===== config.mk =====
export PLATFORM = sky130hd
export DESIGN_NAME = dls_coarse_search
export DESIGN_NICKNAME = d
export VERILOG_FILES = /design/src/rtl/dls_pkg.sv /design/src/rtl/dls_streak.sv /design/src/rtl/dls_timer.sv /design/src/rtl/dls_delay_pair.sv /design/src/rtl/dls_coarse_search.sv
export SDC_FILE = /design/constraint.sdc
export NUM_CORES = 1
export LEC_CHECK = 0
export BUFFER_PORTS_ARGS = -buffer_cell sky130_fd_sc_hd__buf_2
export CORE_MARGIN = 3
export CORE_UTILIZATION = 62
export CTS_BUF_LIST = sky130_fd_sc_hd__clkbuf_4 sky130_fd_sc_hd__clkbuf_8
export CTS_CLUSTER_DIAMETER = 30
export CTS_CLUSTER_SIZE = 30
export DETAILED_ROUTE_END_ITERATION = 8
export GPL_TIMING_DRIVEN = 0
export PLACE_DENSITY = 0.83
export SLEW_MARGIN = 30
export SYNTH_ARGS = -nofsm -noshare
export SYNTH_HDL_FRONTEND = slang
export SYNTH_HIERARCHICAL = 1
export SYNTH_SLANG_ARGS = --single-unit

===== constraint.sdc =====
create_clock -name clk -period 4.8 [get_ports clk]
set_input_delay 0.72 -clock clk [delete_from_list [all_inputs] [get_ports clk]]
set_output_delay 0.72 -clock clk [all_outputs]
set_load 0.1 [all_outputs]

===== src/rtl/dls_pkg.sv =====
package dls_pkg;
  typedef enum logic [2:0] {
    ST_IDLE,
    ST_LISTEN,
    ST_STEP,
    ST_SETTLE,
    ST_DONE,
    ST_ERROR
  } dls_state_t;
endpackage


===== src/rtl/dls_streak.sv =====
// Counts an unbroken run of events; a clear breaks the run.
module dls_streak #(
  parameter int RUN_LEN = 5
) (
  input  logic clk,
  input  logic rst,
  input  logic inc,
  input  logic clr,
  output logic full
);
  localparam int CW = $clog2(RUN_LEN + 1);
  localparam logic [CW-1:0] LAST = CW'(RUN_LEN - 1);

  logic [CW-1:0] cnt;

  assign full = inc && (cnt == LAST);

  always_ff @(posedge clk) begin
    if (rst || clr || full) cnt <= '0;
    else if (inc)           cnt <= cnt + 1'b1;
  end

  // the run never passes its length
  assert_run_bound_R5: assert property (@(posedge clk) disable iff (rst)
    cnt <= LAST);
endmodule


===== src/rtl/dls_timer.sv =====
// Counts cycles while run is high; last marks the final cycle.
module dls_timer #(
  parameter int LEN = 60
) (
  input  logic clk,
  input  logic rst,
  input  logic run,
  output logic last
);
  localparam int CW = $clog2(LEN + 1);
  localparam logic [CW-1:0] END_V = CW'(LEN - 1);

  logic [CW-1:0] cnt;

  assign last = run && (cnt == END_V);

  always_ff @(posedge clk) begin
    if (rst || !run || last) cnt <= '0;
    else                     cnt <= cnt + 1'b1;
  end

  // the window counter stays inside its length
  assert_timer_bound_R2: assert property (@(posedge clk) disable iff (rst)
    cnt <= END_V);
endmodule


===== src/rtl/dls_delay_pair.sv =====
// Two cascaded delay words: the first fills before the second moves.
module dls_delay_pair #(
  parameter int DW    = 10,
  parameter int LIMIT = 255
) (
  input  logic          clk,
  input  logic          rst,
  input  logic          step,
  output logic [DW-1:0] dly_a,
  output logic [DW-1:0] dly_b,
  output logic          ld_a,
  output logic          ld_b,
  output logic          exhausted
);
  localparam logic [DW-1:0] LIM = DW'(LIMIT);

  assign exhausted = (dly_a == LIM) && (dly_b == LIM);

  always_ff @(posedge clk) begin
    if (rst) begin
      dly_a <= '0;
      dly_b <= '0;
      ld_a  <= 1'b0;
      ld_b  <= 1'b0;
    end else begin
      ld_a <= 1'b0;
      ld_b <= 1'b0;
      if (step) begin
        if (dly_a < LIM) begin
          dly_a <= dly_a + 1'b1;
          ld_a  <= 1'b1;
        end else if (dly_b < LIM) begin
          dly_b <= dly_b + 1'b1;
          ld_b  <= 1'b1;
        end
      end
    end
  end

  // words stay within the ceiling
  assert_word_range_R6: assert property (@(posedge clk) disable iff (rst)
    (dly_a <= LIM) && (dly_b <= LIM));
  // the second line moves only once the first is full
  assert_cascade_order_R6: assert property (@(posedge clk) disable iff (rst)
    ld_b |-> (dly_a == LIM));
  // at most one strobe at a time
  assert_single_strobe_R6: assert property (@(posedge clk) disable iff (rst)
    $countones({ld_a, ld_b}) <= 1);
  // a strobe marks a one-step increase of its word
  assert_strobe_step_a_R6: assert property (@(posedge clk) disable iff (rst)
    ld_a |-> (dly_a == $past(dly_a) + 1'b1));
  assert_strobe_step_b_R6: assert property (@(posedge clk) disable iff (rst)
    ld_b |-> (dly_b == $past(dly_b) + 1'b1));
endmodule


===== src/rtl/dls_coarse_search.sv =====
module dls_coarse_search #(
  parameter int DW         = 10,
  parameter int LIMIT      = 255,
  parameter int WAIT_CYC   = 60,
  parameter int RUN_LEN    = 5,
  parameter int SETTLE_CYC = 3
) (
  input  logic          clk,
  input  logic          rst,
  input  logic          init_done,
  input  logic          photon_evt,
  input  logic          ok_a,
  input  logic          ok_b,
  output logic [DW-1:0] dly_a,
  output logic [DW-1:0] dly_b,
  output logic          ld_a,
  output logic          ld_b,
  output logic          done,
  output logic          err
);
  import dls_pkg::*;

  dls_state_t state, nxt;
  logic win_last, settle_last;
  logic hit_ev, miss_ev, hit_full, miss_full;
  logic exhausted, step;
  logic done_q, err_q;

  assign hit_ev  = (state == ST_LISTEN) && ok_a && ok_b;
  assign miss_ev = (state == ST_LISTEN) && !(ok_a && ok_b) && win_last;
  assign step    = (state == ST_STEP);

  dls_timer #(.LEN(WAIT_CYC)) u_win (
    .clk(clk), .rst(rst), .run(state == ST_LISTEN), .last(win_last));

  dls_timer #(.LEN(SETTLE_CYC)) u_settle (
    .clk(clk), .rst(rst), .run(state == ST_SETTLE), .last(settle_last));

  dls_streak #(.RUN_LEN(RUN_LEN)) u_hits (
    .clk(clk), .rst(rst), .inc(hit_ev), .clr(miss_ev), .full(hit_full));

  dls_streak #(.RUN_LEN(RUN_LEN)) u_miss (
    .clk(clk), .rst(rst), .inc(miss_ev), .clr(hit_ev), .full(miss_full));

  dls_delay_pair #(.DW(DW), .LIMIT(LIMIT)) u_dly (
    .clk(clk), .rst(rst), .step(step),
    .dly_a(dly_a), .dly_b(dly_b), .ld_a(ld_a), .ld_b(ld_b),
    .exhausted(exhausted));

  always_comb begin
    nxt = state;
    unique case (state)
      ST_IDLE:   if (init_done && photon_evt) nxt = ST_LISTEN;
      ST_LISTEN: begin
        if (hit_ev)       nxt = hit_full ? ST_DONE : ST_IDLE;
        else if (miss_ev) nxt = !miss_full ? ST_IDLE :
                                (exhausted ? ST_ERROR : ST_STEP);
      end
      ST_STEP:   nxt = ST_SETTLE;
      ST_SETTLE: if (settle_last) nxt = ST_IDLE;
      ST_DONE:   nxt = ST_DONE;
      ST_ERROR:  nxt = ST_ERROR;
      default:   nxt = ST_IDLE;
    endcase
  end

  always_ff @(posedge clk) begin
    if (rst) begin
      state  <= ST_IDLE;
      done_q <= 1'b0;
      err_q  <= 1'b0;
    end else begin
      state  <= nxt;
      done_q <= (nxt == ST_DONE);
      err_q  <= (nxt == ST_ERROR);
    end
  end

  assign done = done_q;
  assign err  = err_q;

  // reset leaves every output cleared
  assert_reset_clear_R9: assert property (@(posedge clk)
    rst |=> (dly_a == '0 && dly_b == '0 && !done && !err && !ld_a && !ld_b));
  // done is sticky and freezes the words
  assert_done_sticky_R4: assert property (@(posedge clk) disable iff (rst)
    done |=> (done && $stable(dly_a) && $stable(dly_b)));
  // error is sticky and freezes the words
  assert_err_sticky_R7: assert property (@(posedge clk) disable iff (rst)
    err |=> (err && $stable(dly_a) && $stable(dly_b)));
  assert_done_err_excl_R7: assert property (@(posedge clk) disable iff (rst)
    !(done && err));
  // a fresh word is followed by settling, not listening
  assert_settle_after_step_R8: assert property (@(posedge clk) disable iff (rst)
    (ld_a || ld_b) |-> (state == ST_SETTLE));
  // listening begins only from idle with init done
  assert_start_gate_R1: assert property (@(posedge clk) disable iff (rst)
    $rose(state == ST_LISTEN) |-> ($past(state) == ST_IDLE && $past(init_done)));
endmodule


Yosys cells after proc, flatten, opt, wreduce, memory -nomap -nowiden
Cells that the tools add are included.

storage, ports and cells
  register bits = 41
  bits in latches = 0
  memory bits (writable) = 0
  ROM bits = 0
  input port bits = 6
  output and inout bits = 24
  logic and storage cells = 71
  memories = 0

operators by class
  $add $sub $neg = 6
  $mul = 0
  divide/modulo/power cells = 0
  order comparisons = 2
  eq/ne operators = 13
  shift-type cells = 0
  muxes and demuxes = 10
  bitwise operators = 2
  reductions and logical operators = 27

operator list
  kind                     number
  $mux W3                  7
  $add A10 B1 Y10 const B  2
  $eq A10 B8 Y1 const B    2
  $lt A10 B8 Y1 const B    2
  $eq A3 B3 Y1 const B     6
  $pmux W3 S6              1
  $logic_and A1 B1 Y1      11
  $logic_or A1 B1 Y1       8
  $add A3 B1 Y3 const B    2
  $add A6 B1 Y6 const B    1
  $eq A3 B2 Y1 const B     2
  $eq A6 B6 Y1 const B     1
  $eq A3 B1 Y1 const B     1
  $logic_not A1 Y1         3
  $logic_not A3 Y1         1
  $reduce_and A3 Y1        1
  $reduce_or A3 Y1         1
  $add A2 B1 Y2 const B    1
  $eq A2 B2 Y1 const B     1
  $mux W1                  2
  $not A1 Y1               2
  $reduce_and A2 Y1        1
  $reduce_or A2 Y1         1

Longest topological paths before layout
Gate-level depths: netlist of the first run.

  depth after elaboration = 10
  depth in mapped cells = 9
  depth with buffers taken out = 9

By module
The synthesis of the first run kept the hierarchy.

by module, submodules not included
  module                times used  cells each  area an instance (µm²)  seq. area each (µm²)
  dls_delay_pair        1           105         978.4                   440.4
  dls_streak            2           16          157.7                   60.1
  dls_coarse_search     1           30          284.0                   100.1
  dls_timer (u_win)     1           26          244.0                   120.1
  dls_timer (u_settle)  1           7           81.3                    40.0

Worst setup path before layout of the first run
No wires, ideal clock.

  path type = register to register
  start = register u_dly.dly_b[0]
  end = register done_q (netlist: done)
  setup time = 0.116 ns
  arrival time = 2.617 ns
  data required time = 4.684 ns
  slack = 2.067 ns
  cell stages (with the launch flop) = 9
  buffers on the path = 0
  clock period less this slack = 2.733 ns
  cell sequence = dfxtp_1 -> ha_1 -> nand3_1 -> nor4_1 -> and3_1 -> nand2_1 -> a221oi_1 -> o211ai_1 -> and2_2

on the way
  word-level cells in the longest chain between the ends = 8

RTL lines
  element                 RTL line                 source
  from (decl)             dls_delay_pair.sv:10     output logic [DW-1:0] dly_b,
  from (signal assigned)  dls_delay_pair.sv:33     dly_b <= dly_b + 1'b1;
  $eq A10 B8 Y1           dls_delay_pair.sv:17     assign exhausted = (dly_a == LIM) && (dly_b == LIM);
  $logic_and A1 B1 Y1     dls_delay_pair.sv:17
  via exhausted           dls_coarse_search.sv:26  logic exhausted, step;
  $mux W3                 dls_coarse_search.sv:57  (exhausted ? ST_ERROR : ST_STEP);
  $mux W3 (2 in a row)    dls_coarse_search.sv:56  else if (miss_ev) nxt = !miss_full ? ST_IDLE :
  $mux W3                 dls_coarse_search.sv:55  if (hit_ev) nxt = hit_full ? ST_DONE : ST_IDLE;
  $pmux W3 S6             dls_coarse_search.sv:52  unique case (state)
  $eq A3 B3 Y1            dls_coarse_search.sv:74  done_q <= (nxt == ST_DONE);
  to (signal assigned)    dls_coarse_search.sv:74
  to (decl)               dls_coarse_search.sv:27  logic done_q, err_q;

The timed path passes the listed nets, and every way through them passes these cells.
A chain may end at the register's enable or synchronous reset.

Worst setup path after layout of the first run
  start = register state[0]
  end = register done_q (netlist: done)

on the way
  word-level cells in the longest chain between the ends = 9
  elaborated cells between the ends (all ways) = 22
  those cells by class = eq/ne: 6; mux: 7; reduce/logical: 9

RTL lines
  element                 RTL line                 source
  from (decl)             dls_coarse_search.sv:23  dls_state_t state, nxt;
  from (signal assigned)  dls_coarse_search.sv:73  state <= nxt;
  $eq A3 B1 Y1            dls_coarse_search.sv:34  .clk(clk), .rst(rst), .run(state == ST_LISTEN), .last(win_last));
  $logic_and A1 B1 Y1     dls_timer.sv:15          assign last = run && (cnt == END_V);
  via win_last            dls_coarse_search.sv:24  logic win_last, settle_last;
  $logic_and A1 B1 Y1     dls_coarse_search.sv:30  assign miss_ev = (state == ST_LISTEN) && !(ok_a && ok_b) && win_last;
  via miss_ev             dls_coarse_search.sv:25  logic hit_ev, miss_ev, hit_full, miss_full;
  $logic_and A1 B1 Y1     dls_streak.sv:16         assign full = inc && (cnt == LAST);
  via miss_full           dls_coarse_search.sv:25
  $mux W3 (2 in a row)    dls_coarse_search.sv:56
  $mux W3                 dls_coarse_search.sv:55
  $pmux W3 S6             dls_coarse_search.sv:52
  $eq A3 B3 Y1            dls_coarse_search.sv:74

The timed path passes the listed nets, and every way through them passes these cells.

==> results of run 1 <==
[registers in the layout, summed over array words and instances (netlist names)]
name and cells:
u_dly/dly_a 10, u_dly/dly_b 10, u_win/cnt 6, state 3, u_hits/cnt 3, u_miss/cnt 3, u_settle/cnt 2, done 1
err 1, u_dly/ld_a 1, u_dly/ld_b 1
[power by group through the flow]
stage / sequential [mW] / combinational (mW) / clock [mW]
floorplan: 0.350 / 0.0103 / 0
global placement: 0.350 / 0.0165 / 0
detailed placement: 0.351 / 0.0172 / 0
CTS: 0.343 / 0.0172 / 0.182
global route: 0.343 / 0.0196 / 0.195
finish: 0.343 / 0.0173 / 0.177
[worst min-delay path by stage]
stage                                     from                         end  slack, ns
floorplan           u_settle/cnt[0]$_SDFF_PP0_  u_settle/cnt[0]$_SDFF_PP0_       0.40
global placement    u_settle/cnt[0]$_SDFF_PP0_  u_settle/cnt[0]$_SDFF_PP0_       0.41
detailed placement  u_settle/cnt[0]$_SDFF_PP0_  u_settle/cnt[0]$_SDFF_PP0_       0.42
CTS                 u_settle/cnt[0]$_SDFF_PP0_  u_settle/cnt[0]$_SDFF_PP0_       0.44
global route        u_settle/cnt[0]$_SDFF_PP0_  u_settle/cnt[0]$_SDFF_PP0_       0.46
finish              u_settle/cnt[0]$_SDFF_PP0_  u_settle/cnt[0]$_SDFF_PP0_       0.43
[cell usage after synthesis (all sizes together), types with 4 or more instances]
master and number:
a21oi 18, and3 6, dfxtp 41, ha 8
inv 8, nand2 9, nand3 11, nor2 19
nor2b 6, nor4 4, o21ai 8, o31ai 7
or3 5, or4 7, xor2 4
[cell usage in the layout, fill, tap and decap left out, types with 2 or more instances in the layout]
master / n
sky130_fd_sc_hd__nor2b_1: 6
sky130_fd_sc_hd__or3_2: 3
sky130_fd_sc_hd__xnor2_1: 3
sky130_fd_sc_hd__buf_2: 30
sky130_fd_sc_hd__nor2_1: 19
sky130_fd_sc_hd__or3_1: 2
sky130_fd_sc_hd__o211ai_1: 2
sky130_fd_sc_hd__inv_1: 8
sky130_fd_sc_hd__xor2_1: 4
sky130_fd_sc_hd__nor4b_1: 2
sky130_fd_sc_hd__o21ai_0: 7
sky130_fd_sc_hd__ha_1: 8
sky130_fd_sc_hd__o31ai_1: 7
sky130_fd_sc_hd__and2_2: 2
sky130_fd_sc_hd__dfxtp_1: 41
sky130_fd_sc_hd__nand3_1: 10
sky130_fd_sc_hd__or4_1: 6
sky130_fd_sc_hd__o211a_1: 2
sky130_fd_sc_hd__and3_1: 2
sky130_fd_sc_hd__o2111ai_1: 2
sky130_fd_sc_hd__clkbuf_1: 2
sky130_fd_sc_hd__and3_2: 4
sky130_fd_sc_hd__mux2i_1: 2
sky130_fd_sc_hd__clkbuf_4: 6
sky130_fd_sc_hd__nand2_1: 9
sky130_fd_sc_hd__a21oi_1: 17
sky130_fd_sc_hd__a311o_1: 3
sky130_fd_sc_hd__nor4_1: 4
[per-stage QoR]
step | util [%] | instances | power, mW | area (um^2) | hold WS, ns
5_1_grt | 75.9 | 267 | 0.557 | 2150 | 0.463
2_1_floorplan | - | 200 | 0.360 | 1900 | 0.398
3_5_place_dp | 73.8 | 260 | 0.368 | 2090 | 0.423
6_report | 75.9 | 267 | 0.537 | 2150 | 0.431
4_1_cts | 75.9 | 267 | 0.542 | 2150 | 0.437
3_3_place_gp | 73.8 | 260 | 0.367 | 2090 | 0.409
[critical path, cell delays in order (launching register included)]
cell and delay (ns):
sky130_fd_sc_hd__dfxtp_1 0.45, sky130_fd_sc_hd__nor3b_4 0.30, sky130_fd_sc_hd__nand4b_1 0.16, sky130_fd_sc_hd__nor2_1 0.20, sky130_fd_sc_hd__and3_2 0.32, sky130_fd_sc_hd__and3_2 0.23, sky130_fd_sc_hd__nand2_1 0.05, sky130_fd_sc_hd__a221oi_1 0.39
sky130_fd_sc_hd__o211ai_1 0.18, sky130_fd_sc_hd__and2_2 0.21
[kinds of logic after synthesis]
group | share of synthesized area [%]
buffers and inverters | 2.83
XOR/XNOR | 3.22
AND/OR/NAND/NOR | 25.2
flip-flops | 43.1
adder cells (fa/ha/maj) | 5.26
AO/OA/AOI/OAI | 18.7
multiplexers | 1.64
[cell type report]
class                   instances  area [um^2]
clock buffers                   7         58.8
repair buffers                 29          145
inverters                       8         30.0
fillers                       236          683
plain buffers                   4         23.8
multi-input cells             147         1030
flip-flops and latches         41          821
well taps                      31         38.8
[layer usage]
metal,up-vias,routed length [um],global-route usage (%)
li1,819,-,-
met1,755,1700,27.9
met2,45,1740,35.6
met3,8,184,5.45
met4,0,65,9.09
met5,-,0,0
==> impl_summary.txt, run 1 <==
----------------------------------------------------
[Power and ir drop]
  Combinational share of power ... 3.2%
  Power density over the cells ... 250 nW/um^2
  Flop pwr share ... 63.8%
  Switching power as a share of total power ... 21.3%
  Internal Pwr Total ... 0.422 mW
  Largest voltage drop on the vdd net ... 0.221 mV
  Net Switching ... 0.115 mW
  Reported leakage power ... 0.837 nW
  Share of power burned in the clock network ... 32.9%

[Yosys]
  Post-synthesis sequential element count ... 41
  Number of synthesis warnings ... 6
  Post-synth EDFFs ... 0
  Average instance area after synthesis ... 9.52 um^2
  Largest area contributor in the synthesized netlist ... sky130_fd_sc_hd__dfxtp_1
  Register area share after synthesis ... 43.1%
  Post-synth cell types ... 49
  Post-synthesis net count ... 214
  Cell count after synthesis ... 200
  Area fraction of the dominant cell type after synthesis ... 43.1%
  Synth async-reset ratio ... 0%
  Synth Flop Type ... sky130_fd_sc_hd__dfxtp_1
  Post-Syn Area ... 1900 um^2
  Most area-consuming cells after synthesis ... sky130_fd_sc_hd__dfxtp_1, sky130_fd_sc_hd__ha_1, sky130_fd_sc_hd__a21oi_1

[Critical path]
  Capture point of the critical path ... done$_SDFF_PP0_
  Type of the worst setup path ... reg2reg
  Worst path arrival time ... 2.82 ns
  Setup crit start ... state[0]$_SDFF_PP0_
  Worst reg2reg startpoint ... state[0]$_SDFF_PP0_
  Startpoint class of the critical path ... register
  Worst setup EP type ... register
  R2R Path End ... done$_SDFF_PP0_
  Worst Path Required ... 5.04 ns
  Register-to-register path setup slack ... 2.22 ns
  Worst Path Max Fanout ... 8
  Worst Reg2Reg Path Length in Cells ... 9

[Floorplan]
  Width of the die ... 61.4 um
  Initial core utilization ... 67.3%
  Boundary Pins ... 30
  Number of placement rows ... 19
  Height of the chip ... 61.4 um
  Placeable core area ... 2830 um^2
  Die area ... 3770 um^2

[Cells and area]
  Antenna diodes ... 0
  Layout cells sized above 1 ... 24.2%
  Final net count ... 250
  Area added between synthesis and finish ... 12.8%

[STA]
  Highest clock rate ... 388 MHz
  Largest clock skew in the final design ... 0.0112 ns
  Total Neg Setup Slack ... 0 ns
  Part of the cycle the worst path needs ... 53.8%
  Worst slew pin tran ... 0.482 ns
  RSZ-0062 raised after global routing ... false
  PnR worst setup slack ... 2.22 ns
  Max Slew Vio Count ... 0
  Setup Viol. Count Final ... 0
  Slew Limit Headroom ... 67.6%
  Crit path time final ... 2.58 ns
  Final Hold Vio Count ... 0

[CTS]
  Clock transition time at the flip-flop clock pins of the worst setup and hold paths ... 0.10 ns
  Number of sinks driven by the clock tree ... 41
  Clock tree from TritonCTS ... done
  CTS buffer count ... 5
  Buffer count from post-CTS setup fixing ... 0
  Number of instances resized during post-cts repair ... 0
  Library cell used as clock root buffer ... sky130_fd_sc_hd__clkbuf_4
  CTS max path bufs ... 2
  Number of buffers inserted for hold repair after clock tree synthesis ... 0
  Insertion delay of the later-clocked pin in the worst-skew pair ... 0.34 ns
  Clock H-tree levels ... 2

[Routing]
  Routed WL ... 3700 um
  Detailed router's first-iteration violation count ... 89
  Routed via count ... 1627
  Routed wirelength normalized by instance count ... 13.9 um
  Post-DRT Antenna Nets ... 0
  DRC violations left ... 0
  Per-cell via count in the routed design ... 6.09
  Number of optimization iterations in the first detailed-route pass ... 4

[Global route]
  Pin count of the biggest net entering global routing ... 16
  Vias in the first global route ... 1486
  Overall fraction of global-route tracks in use ... 22.0%
  Wire length of the first global-routing pass ... 6290 um
  Antenna violations before repair ... 0
  Total congestion overflow ... 0

[Placement]
  Final weighted congestion in routability-driven placement ... 0.781
  Half-perimeter wire length after detailed placement ... 2680 um
  Place WS ... 2.28 ns
  # port buffers ... 29

[Min path]
  Hold Path Class ... reg2reg
  Number of cells traversed by the worst hold path ... 1

[Run status]
  Result of the run ... finished, final reports clean

[Flow run]
  Max Cap Viol ... 0

----------------------------------------------------
Power figures use the tool's default switching activity.
==> run 2: changes to the inputs <==
--- a/config.mk
+++ b/config.mk
@@ -5,15 +5,16 @@
 export SDC_FILE = /design/constraint.sdc
 export NUM_CORES = 1
 export LEC_CHECK = 0
+export ABC_AREA = 1
 export BUFFER_PORTS_ARGS = -buffer_cell sky130_fd_sc_hd__buf_2
 export CORE_MARGIN = 3
-export CORE_UTILIZATION = 62
+export CORE_UTILIZATION = 59
 export CTS_BUF_LIST = sky130_fd_sc_hd__clkbuf_4 sky130_fd_sc_hd__clkbuf_8
 export CTS_CLUSTER_DIAMETER = 30
 export CTS_CLUSTER_SIZE = 30
 export DETAILED_ROUTE_END_ITERATION = 8
 export GPL_TIMING_DRIVEN = 0
-export PLACE_DENSITY = 0.83
+export PLACE_DENSITY = 0.79
 export SLEW_MARGIN = 30
 export SYNTH_ARGS = -nofsm -noshare
 export SYNTH_HDL_FRONTEND = slang
==> constraint.sdc (replaced) <==
create_clock -name clk -period 2.6 [get_ports clk]
set_input_delay 0.39 -clock clk [delete_from_list [all_inputs] [get_ports clk]]
set_output_delay 0.39 -clock clk [all_outputs]
set_load 0.1 [all_outputs]
==> impl_summary.txt, run 2 <==
----------------------------------------------------
[STA]
  Highest clock rate ... 465 MHz (+20%)
  Slew Limit Headroom ... 67.5% (-0.10 points)
  Total Neg Setup Slack ... 0 ns (unchanged)
  Crit path time final ... 2.15 ns (-0.431 ns)
  Worst slew pin tran ... 0.487 ns (+0.00481 ns)
  PnR worst setup slack ... 0.451 ns (-1.77 ns)
  Final Hold Vio Count ... 0 (unchanged)
  Largest clock skew in the final design ... 0.0106 ns (-0.000575 ns)
  Max Slew Vio Count ... 0 (unchanged)
  RSZ-0062 raised after global routing ... false
  Part of the cycle the worst path needs ... 82.7% (+29 points)
  WHS ... 0.306 ns (-0.125 ns)
  Setup Viol. Count Final ... 0 (unchanged)

[Power and ir drop]
  Largest voltage drop on the vdd net ... 0.274 mV (+24%)
  Power density over the cells ... 421 nW/um^2 (+68%)
  Reported leakage power ... 1.12 nW (+34%)

[Flow run]
  Max Cap Viol ... 0 (unchanged)

[Cells and area]
  Antenna diodes ... 0 (unchanged)
  Area added between synthesis and finish ... 12.3%
  Combined area of the multi-input logic cells ... 1050 um^2 (+1.8%)
  Final net count ... 354 (+42%)
  Count of fill cells added during filler insertion ... 309 (+31%)
  Most frequent cells in the layout ... sky130_fd_sc_hd__nand2_1, sky130_fd_sc_hd__inv_1, sky130_fd_sc_hd__nor2_1, sky130_fd_sc_hd__dfxtp_1, sky130_fd_sc_hd__buf_2
  Total area of sequential cells ... 821 um^2 (unchanged)
  Most common cell after layout, fill and taps aside ... sky130_fd_sc_hd__nand2_1
  Layout cells sized above 1 ... 16.7% (-7.4 points)
  Top Registers ... u_dly/dly_a (10), u_dly/dly_b (10), u_win/cnt (6)

[CTS]
  Number of instances resized during post-cts repair ... 0 (unchanged)
  Clock tree from TritonCTS ... done
  Number of sinks driven by the clock tree ... 41 (unchanged)
  Clock H-tree levels ... 2 (unchanged)
  Clock transition time at the flip-flop clock pins of the worst setup and hold paths ... 0.12 ns (+0.02 ns)
  CTS max path bufs ... 2 (unchanged)
  Insertion delay of the later-clocked pin in the worst-skew pair ... 0.35 ns (about the same)
  CTS buffer count ... 5 (unchanged)
  Number of buffers inserted for hold repair after clock tree synthesis ... 0 (unchanged)
  Buffer count from post-CTS setup fixing ... 0 (unchanged)
  Library cell used as clock root buffer ... sky130_fd_sc_hd__clkbuf_4

[Critical path]
  Worst path arrival time ... 2.44 ns (-0.38 ns)
  Worst setup EP type ... register
  Worst Path Required ... 2.90 ns (-2.14 ns)
  Delay-heaviest family, CP ... simple AND/OR/NAND/NOR gates
  Worst reg2reg startpoint ... state[2]$_SDFF_PP0_
  R2R Path End ... err$_SDFF_PP0_
  Delay of the slowest critical-path stage ... 0.36 ns (-0.09 ns)
  Worst Path Max Fanout ... 8 (unchanged)
  Cell Chain, Critical Path ... nor2_2 > nand2_2 > inv_1 > nand3_1 > nor2_1 > nand2_1 > inv_1 > nand3_1 > inv_1 > nand2_1 > nand3b_1 > nand2_1 > nand2_2 > nor2_1
  Slowest CP cell ... sky130_fd_sc_hd__dfxtp_1
  Worst Reg2Reg Path Length in Cells ... 14 (+5)
  Register-to-register path setup slack ... 0.45 ns (-1.77 ns)
  Startpoint class of the critical path ... register
  Type of the worst setup path ... reg2reg
  Critical path buffer and inverter count ... 3 (+3)

[Floorplan]
  Die area ... 4300 um^2 (+14%)
  Placeable core area ... 3390 um^2 (+20%)
  Boundary Pins ... 30 (unchanged)
  Number of placement rows ... 21 (+2)
  Width of the die ... 65.6 um (+6.8%)
  Initial core utilization ... 61.8% (-5.5 points)
  Height of the chip ... 65.6 um (+6.8%)

[Routing]
  Routed via count ... 1899 (+17%)
  Routed wirelength normalized by instance count ... 10.2 um (-26%)
  Post-DRT Antenna Nets ... 0 (unchanged)
  Routed WL ... 3940 um (+6.6%)
  Number of optimization iterations in the first detailed-route pass ... 4 (unchanged)
  Detailed router's first-iteration violation count ... 84 (-5.6%)
  Per-cell via count in the routed design ... 4.91 (-19%)
  DRC violations left ... 0 (unchanged)

[Yosys]
  Post-synthesis net count ... 318 (+49%)
  Cell count after synthesis ... 304 (+52%)
  Most area-consuming cells after synthesis ... sky130_fd_sc_hd__dfxtp_1, sky130_fd_sc_hd__nand2_1, sky130_fd_sc_hd__inv_1
  Post-Syn Area ... 2090 um^2 (+10%)
  Post-synth EDFFs ... 0 (unchanged)
  Most common cell in the netlist ... sky130_fd_sc_hd__nand2_1
  Synth async-reset ratio ... 0% (unchanged)
  Post-synthesis sequential element count ... 41 (unchanged)
  Area fraction of the dominant cell type after synthesis ... 39.2% (-3.9 points)
  Register area share after synthesis ... 39.2% (-3.9 points)
  Number of synthesis warnings ... 6 (unchanged)
  Synth cell count leaders ... sky130_fd_sc_hd__nand2_1, sky130_fd_sc_hd__inv_1, sky130_fd_sc_hd__nor2_1, sky130_fd_sc_hd__dfxtp_1, sky130_fd_sc_hd__nand3_1
  Post-synth cell types ... 28 (-43%)
  Largest area contributor in the synthesized netlist ... sky130_fd_sc_hd__dfxtp_1
  Average instance area after synthesis ... 6.89 um^2 (-28%)
  Synth Flop Type ... sky130_fd_sc_hd__dfxtp_1

[Global route]
  Overall fraction of global-route tracks in use ... 20.2% (-1.8 points)
  Total congestion overflow ... 0 (unchanged)
  Wire length of the first global-routing pass ... 6880 um (+9.3%)
  Pin count of the biggest net entering global routing ... 13 (-3)
  Antenna violations before repair ... 0 (unchanged)
  Vias in the first global route ... 1685 (+13%)

[Placement]
  Half-perimeter wire length after detailed placement ... 3000 um (+12%)
  # port buffers ... 29 (unchanged)
  Place WS ... 0.519 ns (-1.76 ns)
  Final weighted congestion in routability-driven placement ... 0.812 (+4.0%)

[Min path]
  Hold Path Class ... in2reg
  Number of cells traversed by the worst hold path ... 2 (+1)
  Hold Crit Endpoint ... state[1]$_SDFF_PP0_
  Hold path startpoint ... rst

[Run status]
  Result of the run ... finished, final reports clean

----------------------------------------------------
==> run 2: cell types whose count changed in the layout (fill, tap and decap cells not counted), moves of 7 or more <==
cell and change:
sky130_fd_sc_hd__nand2_1 +59, sky130_fd_sc_hd__inv_1 +44, sky130_fd_sc_hd__nor2_1 +30, sky130_fd_sc_hd__nand3_1 +10, sky130_fd_sc_hd__nand4_1 +7, sky130_fd_sc_hd__o31ai_1 -7
==> run 2: kinds of logic after synthesis <==
family	share of synthesized area, %
XOR/XNOR	2.93
AND/OR/NAND/NOR	36.1
AO/OA/AOI/OAI	6.15
flip-flops	39.2
adder cells (fa/ha/maj)	4.78
buffers and inverters	10.8
==> run 2: worst max-delay path by stage <==
| stage | cells past startpoint | to | from |
|---|---|---|---|
| finish | 14 | err$_SDFF_PP0_ | state[2]$_SDFF_PP0_ |
| global route | 14 | err$_SDFF_PP0_ | state[2]$_SDFF_PP0_ |
| CTS | 14 | err$_SDFF_PP0_ | state[2]$_SDFF_PP0_ |
| detailed placement | 14 | err$_SDFF_PP0_ | state[2]$_SDFF_PP0_ |
| global placement | 14 | done$_SDFF_PP0_ | state[2]$_SDFF_PP0_ |
| floorplan | 10 | done$_SDFF_PP0_ | u_dly/dly_a[0]$_SDFFE_PP0P_ |
==> run 2: routing by layer <==
layer / track usage [%] / share of wire (%) / vias up
li1: - / - / 1011
met1: 25.1 / 46 / 850
met2: 33.5 / 48 / 34
met3: 4.96 / 4.2 / 4
met4: 7.77 / 1.4 / 0
met5: 0 / 0 / -
==> run 2: layout make-up <==
cell class,count,area share [%]
tap,46,2.45
clock buffer,6,1.91
buffer,4,1.01
clock inverter,2,0.426
sequential,41,34.9
timing repair buffer,29,6.17
multi-input combinational,205,44.5
inverter,54,8.62
==> run 2: power by group <==
| part | switching [mW] | internal (mW) |
|---|---|---|
| logic | 0.0231 | 0.0107 |
| registers | 0.00291 | 0.630 |
| clock network | 0.210 | 0.114 |
==> run 2: worst register-to-register path: cells and delay by family (launching register included) <==
| family | cells | cell delay, ns |
|---|---|---|
| and+or+nand+nor | 11 | 1.37 |
| DFF | 1 | 0.36 |
| buffers and inverters | 3 | 0.36 |
==> run 2: per-stage QoR <==
step           util (%)  instances  instance area, um^2  power, mW
2_1_floorplan         -        304                 2090      0.670
3_3_place_gp       67.8        379                 2300      0.681
3_5_place_dp       67.8        379                 2300      0.681
4_1_cts            69.4        387                 2350       1.00
5_1_grt            69.4        387                 2350       1.03
6_report           69.4        387                 2350      0.990
==> run 3: changes to the inputs <==
==> constraint.sdc (replaced) <==
create_clock -name clk -period 2.2 [get_ports clk]
set_input_delay 0.33 -clock clk [delete_from_list [all_inputs] [get_ports clk]]
set_output_delay 0.33 -clock clk [all_outputs]
set_load 0.1 [all_outputs]
==> impl_summary.txt, run 3 (synthesized netlist as in run 2, its figures left out) <==
----------------------------------------------------
[Run status]
  Result of the run ... finished, final reports clean

[Floorplan]
  Initial core utilization ... 61.8% (unchanged)
  Placeable core area ... 3390 um^2 (unchanged)
  Number of placement rows ... 21 (unchanged)
  Height of the chip ... 65.6 um (unchanged)
  Die area ... 4300 um^2 (unchanged)
  Width of the die ... 65.6 um (unchanged)
  Boundary Pins ... 30 (unchanged)

[Cells and area]
  Layout cells sized above 1 ... 20.0% (+3.3 points)
  Final Core Density ... 70.5% (+1.1 points)
  Final cell count without fillers ... 386 (-0.26%)
  Antenna diodes ... 0 (unchanged)
  Final net count ... 354 (unchanged)
  Area added between synthesis and finish ... 14.1%
  Most frequent cells in the layout ... sky130_fd_sc_hd__nand2_1, sky130_fd_sc_hd__inv_1, sky130_fd_sc_hd__nor2_1, sky130_fd_sc_hd__dfxtp_1, sky130_fd_sc_hd__buf_2
  Most common cell after layout, fill and taps aside ... sky130_fd_sc_hd__nand2_1
  Design Area, Final ... 2390 um^2 (+1.6%)
  Top Registers ... u_dly/dly_a (10), u_dly/dly_b (10), u_win/cnt (6)

[Global route]
  Antenna violations before repair ... 0 (unchanged)
  Vias in the first global route ... 1635 (-3.0%)
  Most Used Layer, Global Route ... met2
  Wire length of the first global-routing pass ... 6670 um (-3.1%)
  Met1 Use GR ... 23.8% (-1.3 points)
  Met2 Track Usage GR ... 33.6% (+0.13 points)
  Total congestion overflow ... 0 (unchanged)
  Overall fraction of global-route tracks in use ... 19.8% (-0.36 points)
  Met3 track demand over resource ... 5.13% (+0.17 points)
  Pin count of the biggest net entering global routing ... 13 (unchanged)

[Critical path]
  Critical path buffer and inverter count ... 3 (unchanged)
  Most frequent cell on the critical path ... sky130_fd_sc_hd__nand2_1
  Cell Chain, Critical Path ... nor2_2 > nand2_2 > inv_1 > nand3_1 > nor2_4 > nand2_1 > inv_2 > nand3_1 > inv_1 > nand2_1 > nand3b_1 > nand2_1 > nand2_2 > nor2_1
  Startpoint class of the critical path ... register
  Setup crit start ... state[2]$_SDFF_PP0_
  Delay-heaviest family, CP ... simple AND/OR/NAND/NOR gates
  Worst Path Required ... 2.50 ns (-0.40 ns)
  Type of the worst setup path ... reg2reg
  Worst Path Max Fanout ... 8 (unchanged)
  Worst path arrival time ... 2.30 ns (-0.14 ns)
  Delay of the slowest critical-path stage ... 0.35 ns (about the same)
  Worst setup EP type ... register
  Worst reg2reg startpoint ... state[2]$_SDFF_PP0_
  Slowest CP cell ... sky130_fd_sc_hd__dfxtp_1

[Power and ir drop]
  Switching power as a share of total power ... 21.6% (-2.2 points)
  Internal Pwr Total ... 0.989 mW (+31%)
  Net Switching ... 0.273 mW (+16%)
  Power density over the cells ... 528 nW/um^2 (+25%)
  Reported leakage power ... 1.13 nW (+0.75%)
  Combinational share of power ... 3.2% (-0.2 points)
  Flop pwr share ... 59.3% (-4.6 points)
  Sum of internal, switching and leakage power ... 1.26 mW (+27%)
  Share of power burned in the clock network ... 37.5% (+4.9 points)
  Largest voltage drop on the vdd net ... 0.381 mV (+39%)

[STA]
  Part of the cycle the worst path needs ... 91.3% (+8.6 points)
  Max Slew Vio Count ... 0 (unchanged)
  Crit path time final ... 2.01 ns (-0.142 ns)
  Highest clock rate ... 498 MHz (+7.1%)
  Worst slew pin tran ... 0.491 ns (+0.00389 ns)
  Setup Viol. Count Final ... 0 (unchanged)
  Slew Limit Headroom ... 67.5% (about the same)
  Total Neg Setup Slack ... 0 ns (unchanged)
  Final Hold Vio Count ... 0 (unchanged)
  Largest clock skew in the final design ... 0.00930 ns (-0.00130 ns)

[CTS]
  Number of buffers inserted for hold repair after clock tree synthesis ... 0 (unchanged)
  CTS max path bufs ... 2 (unchanged)
  Clock H-tree levels ... 2 (unchanged)
  Insertion delay of the later-clocked pin in the worst-skew pair ... 0.35 ns (about the same)
  Library cell used as clock root buffer ... sky130_fd_sc_hd__clkbuf_4
  Number of instances resized during post-cts repair ... 0 (unchanged)
  Number of sinks driven by the clock tree ... 41 (unchanged)
  Buffer count from post-CTS setup fixing ... 0 (unchanged)
  Clock transition time at the flip-flop clock pins of the worst setup and hold paths ... 0.11 ns (about the same)
  CTS buffer count ... 5 (unchanged)
  Clock tree from TritonCTS ... done

[Placement]
  Area after detailed placement ... 2310 um^2 (+0.55%)
  Cells after DPL ... 379 (unchanged)
  Half-perimeter wire length after detailed placement ... 2810 um (-6.5%)
  Final weighted congestion in routability-driven placement ... 0.818 (+0.66%)
  # port buffers ... 29 (unchanged)

[Routing]
  Per-cell via count in the routed design ... 4.91 (+0.15%)
  Detailed router's first-iteration violation count ... 73 (-13%)
  Post-DRT Antenna Nets ... 0 (unchanged)
  DRC violations left ... 0 (unchanged)
  Routed WL ... 3900 um (-0.96%)
  Number of optimization iterations in the first detailed-route pass ... 4 (unchanged)
  Routed via count ... 1897 (-0.11%)
  Routed wirelength normalized by instance count ... 10.1 um (-0.71%)

[Flow run]
  Max Cap Viol ... 0 (unchanged)

[Min path]
  Hold path startpoint ... rst
  Hold Path Class ... in2reg

----------------------------------------------------
## run 3: through the flow
step	hold slack, ns	setup WS [ns]
floorplan	0.390	0.0599
global placement	0.400	0.138
detailed placement	0.404	0.142
CTS	0.239	0.0998
global route	0.246	-0.0223
finish	0.248	0.192
## run 3: final cells by class
class	count	area, um^2
buffer	4	23.8
clock inverter	2	35.0
tap	46	57.6
clock buffer	5	37.5
fill	285	1000
sequential	41	833
inverter	54	203
multi-input combinational	205	1050
timing repair buffer	29	145
## run 3: final timing paths
path | endpoint | cells past startpoint | slack [ns]
worst max-delay path | done$_SDFF_PP0_ | 14 | 0.19
worst min-delay path | state[0]$_SDFF_PP0_ | 2 | 0.25
worst max register to register | done$_SDFF_PP0_ | 14 | 0.19
worst min register to register | u_settle/cnt[0]$_SDFF_PP0_ | 1 | 0.42
## run 3: per-layer routing
layer,vias to the layer above,part of all wire (%)
met5,-,0
met1,842,47
li1,1014,-
met4,0,2.0
met3,9,3.8
met2,32,47
## run 3: power by group through the flow
stage                     combinational (mW)  clock [mW]  sequential [mW]
after floorplan                       0.0271           0            0.764
after global placement                0.0399           0            0.765
after detailed placement              0.0402           0            0.765
after CTS                             0.0409       0.487            0.748
after global routing                  0.0461       0.504            0.749
final                                 0.0401       0.474            0.748
